`src/rtl/gpio_irq_pkg.sv`:
```
package gpio_irq_pkg;

    localparam int LINES  = 8;
    localparam int ADDR_W = 5;

    typedef enum logic [ADDR_W-1:0] {
        ADR_MODE   = 5'h00,
        ADR_POL    = 5'h04,
        ADR_CLEAR  = 5'h08,
        ADR_ENABLE = 5'h0C,
        ADR_STATUS = 5'h14,
        ADR_FILTER = 5'h18
    } reg_addr_e;

    typedef struct packed {
        logic [LINES-1:0] edge_sel;
        logic [LINES-1:0] pol;
        logic [LINES-1:0] en;
        logic [LINES-1:0] deb;
    } port_cfg_t;

    function automatic logic is_write(input logic wr, input logic [ADDR_W-1:0] a,
                                      input reg_addr_e target);
        return wr && (a == target);
    endfunction

endpackage

```
`src/rtl/gpio_irq_tick.sv`:
```
module gpio_irq_tick #(
    parameter int DIV = 4
) (
    input  logic clk,
    input  logic rst,
    output logic tick
);
    localparam int CW = (DIV > 1) ? $clog2(DIV) : 1;

    logic [CW-1:0] cnt;

    always_ff @(posedge clk) begin
        if (rst)                       cnt <= '0;
        else if (cnt == CW'(DIV - 1))  cnt <= '0;
        else                           cnt <= cnt + 1'b1;
    end

    assign tick = (cnt == CW'(DIV - 1));
endmodule

```
`src/rtl/gpio_irq_filter.sv`:
```
module gpio_irq_filter #(
    parameter int SYNC_STAGES = 2,
    parameter int STABLE      = 4
) (
    input  logic clk,
    input  logic rst,
    input  logic pin,
    input  logic tick,
    input  logic deb_en,
    output logic filt
);
    localparam int CNT_W = $clog2(STABLE + 1);

    logic [SYNC_STAGES-1:0] sync_q;
    logic [CNT_W-1:0]       run_cnt;
    logic                   synced;

    assign synced = sync_q[SYNC_STAGES-1];

    always_ff @(posedge clk) begin
        if (rst) begin
            sync_q  <= '0;
            filt    <= 1'b0;
            run_cnt <= '0;
        end else begin
            sync_q <= {sync_q[SYNC_STAGES-2:0], pin};
            if (!deb_en) begin
                filt    <= synced;
                run_cnt <= '0;
            end else if (synced == filt) begin
                run_cnt <= '0;
            end else if (tick) begin
                if (run_cnt == CNT_W'(STABLE - 1)) begin
                    filt    <= synced;
                    run_cnt <= '0;
                end else begin
                    run_cnt <= run_cnt + 1'b1;
                end
            end
        end
    end

    // a debounced line only changes value on a prescaler tick
    p_filter_tick_only_r7: assert property (@(posedge clk) disable iff (rst)
        (deb_en && !tick) |=> $stable(filt));
endmodule

```
`src/rtl/gpio_irq_detect.sv`:
```
module gpio_irq_detect (
    input  logic clk,
    input  logic rst,
    input  logic filt,
    input  logic en,
    input  logic edge_sel,
    input  logic pol,
    input  logic clr,
    output logic status
);
    logic filt_q;
    logic pend;
    logic evt;

    assign evt = (filt != filt_q) && (filt == pol);

    always_ff @(posedge clk) begin
        if (rst) begin
            filt_q <= 1'b0;
            pend   <= 1'b0;
        end else begin
            filt_q <= filt;
            if (!en || !edge_sel) pend <= 1'b0;
            else if (evt)         pend <= 1'b1;
            else if (clr)         pend <= 1'b0;
        end
    end

    assign status = en && (edge_sel ? pend : (filt == pol));

    // a disabled line never reports
    p_disabled_quiet_r4: assert property (@(posedge clk) disable iff (rst)
        !en |-> !status);
    // a pending edge stays until cleared
    p_pend_holds_r3: assert property (@(posedge clk) disable iff (rst)
        (pend && en && edge_sel && !clr) |=> (pend || !en || !edge_sel));
    // set beats a simultaneous clear
    p_set_wins_r6: assert property (@(posedge clk) disable iff (rst)
        (evt && clr && en && edge_sel) |=> pend);
    // a clear with no new event drops the latch
    p_clear_works_r5: assert property (@(posedge clk) disable iff (rst)
        (clr && !evt && edge_sel) |=> !pend);
endmodule

```
`src/rtl/gpio_irq_port.sv`:
```
module gpio_irq_port
    import gpio_irq_pkg::*;
#(
    parameter int PRESCALE    = 4,
    parameter int STABLE      = 4,
    parameter int SYNC_STAGES = 2
) (
    input  logic              clk,
    input  logic              rst,
    input  logic [ADDR_W-1:0] bus_addr,
    input  logic              bus_wr,
    input  logic [LINES-1:0]  bus_wdata,
    output logic [LINES-1:0]  bus_rd_data,
    input  logic [LINES-1:0]  pin_in,
    output logic [LINES-1:0]  irq_line,
    output logic              irq_any
);
    port_cfg_t        cfg;
    logic [LINES-1:0] clr_vec;
    logic [LINES-1:0] filt_vec;
    logic [LINES-1:0] status;
    logic             tick;

    always_ff @(posedge clk) begin
        if (rst) begin
            cfg <= '0;
        end else begin
            if (is_write(bus_wr, bus_addr, ADR_MODE))   cfg.edge_sel <= bus_wdata;
            if (is_write(bus_wr, bus_addr, ADR_POL))    cfg.pol      <= bus_wdata;
            if (is_write(bus_wr, bus_addr, ADR_ENABLE)) cfg.en       <= bus_wdata;
            if (is_write(bus_wr, bus_addr, ADR_FILTER)) cfg.deb      <= bus_wdata;
        end
    end

    assign clr_vec = is_write(bus_wr, bus_addr, ADR_CLEAR) ? bus_wdata : '0;

    gpio_irq_tick #(.DIV(PRESCALE)) u_tick (
        .clk  (clk),
        .rst  (rst),
        .tick (tick)
    );

    for (genvar i = 0; i < LINES; i++) begin : g_line
        gpio_irq_filter #(.SYNC_STAGES(SYNC_STAGES), .STABLE(STABLE)) u_filt (
            .clk    (clk),
            .rst    (rst),
            .pin    (pin_in[i]),
            .tick   (tick),
            .deb_en (cfg.deb[i]),
            .filt   (filt_vec[i])
        );
        gpio_irq_detect u_det (
            .clk      (clk),
            .rst      (rst),
            .filt     (filt_vec[i]),
            .en       (cfg.en[i]),
            .edge_sel (cfg.edge_sel[i]),
            .pol      (cfg.pol[i]),
            .clr      (clr_vec[i]),
            .status   (status[i])
        );
    end

    always_comb begin
        case (bus_addr)
            ADR_MODE:   bus_rd_data = cfg.edge_sel;
            ADR_POL:    bus_rd_data = cfg.pol;
            ADR_ENABLE: bus_rd_data = cfg.en;
            ADR_FILTER: bus_rd_data = cfg.deb;
            ADR_STATUS: bus_rd_data = status;
            default:    bus_rd_data = '0;
        endcase
    end

    assign irq_line = status;
    assign irq_any  = |status;

    // the combined output rises only with some line active
    p_any_needs_line_r9: assert property (@(posedge clk) disable iff (rst)
        irq_any |-> (irq_line != '0));
    // configuration holds without a write
    p_cfg_hold_r8: assert property (@(posedge clk) disable iff (rst)
        !bus_wr |=> $stable(cfg));
endmodule

```
`config.mk`:
```
export PLATFORM = sky130hd
export DESIGN_NAME = gpio_irq_port
export DESIGN_NICKNAME = d
export VERILOG_FILES = /design/src/rtl/gpio_irq_pkg.sv /design/src/rtl/gpio_irq_tick.sv /design/src/rtl/gpio_irq_filter.sv /design/src/rtl/gpio_irq_detect.sv /design/src/rtl/gpio_irq_port.sv
export SDC_FILE = /design/constraint.sdc
export NUM_CORES = 1
export LEC_CHECK = 0
export ABC_AREA = 1
export BUFFER_PORTS_ARGS = -buffer_cell sky130_fd_sc_hd__buf_2
export CAP_MARGIN = 25
export CORE_UTILIZATION = 40
export DETAILED_ROUTE_END_ITERATION = 6
export SETUP_SLACK_MARGIN = 0.5
export SLEW_MARGIN = 40
export SYNTH_ARGS = -nofsm -noshare
export SYNTH_HDL_FRONTEND = slang
export SYNTH_SLANG_ARGS = --single-unit
```
`constraint.sdc`:
```
create_clock -name clk -period 2.1 [get_ports clk]
set_clock_uncertainty 0.1 [all_clocks]
set_input_delay 0.21 -clock clk [delete_from_list [all_inputs] [get_ports clk]]
set_output_delay 0.21 -clock clk [all_outputs]
set_load 0.005 [all_outputs]
```
==> impl_metrics.yaml <==
outcome:
  status: "finished clean"
sta:
  hold_viol: 0
  fmax_ghz: 0.616
  final.setup.worst_slack_ps: 476
  drv_slew: 0
  period_needed_ps: 1620
  rsz0062_at_grt: "true"
  min_period_over_period_pct: 77.4
  setup-tns-final_ps: 0
  slew_headroom_pct: 60.9
  setup_violations: 0
  tightestPinTransition_ps: 586
critical_path:
  path_cells: "inv_2 -> nand2_2 -> nand3_2 -> nand2_2 -> nand2_1 -> nor2_1 -> nand2_1 -> buf_2"
  crit_type: "flip-flop to output port"
  cp.arrival_ps: 1310
  cp_max_fo: 3
  max_stage_delay_ps: 360
  crit_family: "simple AND/OR/NAND/NOR gates"
  start_kind: "flip-flop"
  required_ps: 1790
  cp_slowest_cell: "dfxtp_2"
  crit_path_end_kind: "output port"
  path_buf_inv: 2
die:
  start_util_pct: 41.1
  rows: 39
  ios: 41
  core_um2: 11400
  die_area_um2: 12200
  die_h_um: 110
  die_x_um: 110
job:
  maxCapViolCount: 0
logic_synthesis:
  synthArstFlopShare_pct: 0
  synthesis.area_per_instance_um2: 6.80
  synth.most_common_cell: "nand2_1"
  synthCells: 690
  synth_common_cells: "191 x nand2_1, 101 x nor2_1, 98 x dfxtp_1, 84 x inv_1, 54 x a21oi_1"
  synth_top_area_share_pct: 41.8
  synth_area_leaders: "dfxtp_1 42%, nand2_1 15%, nor2_1 8.1%"
  yosysTopAreaCell: "dfxtp_1"
  synth_edf_count: 0
  synth_seq_cells: 98
  synth_nets: 723
  ys_seq_area_share_pct: 41.8
  ys.flop_type: "dfxtp_1"
  synth.distinct_cells: 26
  ys_warn_count: 0
  syn_area_um2: 4690
power_and_ir_drop:
  p_per_area_nw_per_um2: 686
  finalPower_w: 0.00394
  ir_worst_vdd_uv: 455
  leakagePower_nw: 2.60
clock_tree:
  clkSinkCount: 98
  cts_tree: "yes"
  clk_pin_slew_ps: 70
  htreeDepth: 3
  clk_path_buf_depth: 2
  cts_inserted_buffers: 9
  cts-root-buf: "clkbuf_16"
  clock_latency_ps: 340
placed_design:
  dpl.hpwl_um: 7980
  place_ws_ps: 408
  placedCellCount: 849
  gp_congestion: 0.832
  port_buffers: 40
route:
  drcViolationCount: 0
  wl_met1_um: 5030
  drtIter0Drc: 208
  dr_total_vias: 4474
  routedWlPerCell_um: 12.9
  first_pass_iters: 7
  routed-wl-met2_um: 5800
  postRouteAntennaNets: 0
  wl_met3_um: 592
  top_layer: "met4"
  viasPerCell: 4.95
  wirelength_um: 11700
final_layout:
  finish.utilization_pct: 50.4
  fin_cells: 904
  multiInputGateArea_um2: 2310
  drive_above_1_share_pct: 25.0
  syn2layout_area_growth_pct: 22.6
  regArea_um2: 2020
  nets: 789
  fillers: 1135
  antenna_cells: 0
global_route:
  grt_antenna_before_repair: 0
  grt_pass1_vias: 4164
  grt_max_degree: 43
  overflow: 0
  grt_pass1_wl_um: 18800
  grt_usage_pct: 20.4
min_path:
  hp-class: "primary input to flip-flop"
[per-layer routing]
| metal | vias to the layer above | track usage, % |
|---|---|---|
| met4 | 0 | 8.46 |
| met3 | 20 | 4.00 |
| met2 | 104 | 36.2 |
| li1 | 2300 | - |
| met5 | - | 0 |
| met1 | 2050 | 23.9 |
[worst paths after layout]
path | end | from | cells past startpoint | slack [ps]
max | irq_any | cfg[20] | 8 | 480
min | cfg[31] | bus_wdata[7] | 3 | 80
min reg2reg | g_line[3].u_filt.sync_q[1] | g_line[3].u_filt.sync_q[0] | 2 | 300
max reg2reg | g_line[3].u_filt.filt | u_tick.cnt[0] | 6 | 630
[metrics by stage]
stage	area, um^2	hold WS (ps)
floorplan	4690	217
global placement	4930	291
detailed placement	4930	295
CTS	5560	71.7
global route	5750	77.3
finish	5750	79.7
[state kept, by name, indices dropped and copies added (netlist names)]
register               cells
cfg                       32
g_line.u_filt.run_cnt     24
g_line.u_filt.sync_q      16
g_line.u_det.filt_q        8
g_line.u_det.pend          8
g_line.u_filt.filt         8
u_tick.cnt                 2
[layout by cell type, fill, tap and decap left out, types with 3 or more instances in the layout]
master         Yosys  layout
nand2_1          191     172
nor2_1           101      98
dfxtp_1           98      65
inv_1             84      64
a21oi_1           54      51
nand3_1           52      45
buf_2              7      38
buf_4             11      33
o21ai_0           27      27
dfxtp_2            0      27
inv_2              3      23
nand2_2            1      20
nand4_1           15      15
ha_1               9       9
clkbuf_16          0       9
dlygate4sd3_1      0       8
nand3_2            0       7
dfxtp_4            0       6
nor2_4             5       5
o21ai_1            5       5
buf_6              3       5
clkbuf_1           9       4
nor2_2             0       3
a21oi_2            0       3
nor3_1             3       3
nand3b_1           3       3
[logic make-up (layout without fill, tap and decap cells)]
family,Yosys count,in the layout,synth area share (%)
buffers and inverters,118,189,11.0
and+or+nand+nor,378,378,35.4
DFF,98,98,41.8
AOI/OAI and AO/OA,87,87,9.34
adders and majority gates,9,9,2.40
[worst min-delay path: stages]
cell and delay, ps:
buf_2 140, nor2_1 60, nor2_1 80
[power breakdown]
part / total (W) / leakage (nW) / switching [W] / internal, W
Clock: 0.00176 / 0.151 / 0.000685 / 0.00108
Sequential: 0.00191 / 0.813 / 0.0000219 / 0.00189
Combinational: 0.000270 / 1.63 / 0.000174 / 0.0000956
Total: 0.00394 / 2.60 / 0.000881 / 0.00306
[repair_timing]
item	in CTS	in global routing
resized for setup	46	51
endpoints found under the hold margin	8	0
pin swaps	14	28
gates cloned	0	0
endpoints found under the setup margin	15	11
hold buffers	8	0
buffers inserted	20	11
[final cells by class]
type                            count  share of cell area [%]
Multi-Input combinational cell    474                    40.2
Sequential cell                    98                    35.1
Timing Repair Buffer               85                    10.3
Inverter                           88                    5.79
Clock buffer                       14                    4.42
Tap cell                          143                    3.11
Clock inverter                      2                    1.04
(Power assumes the default switching activity.)
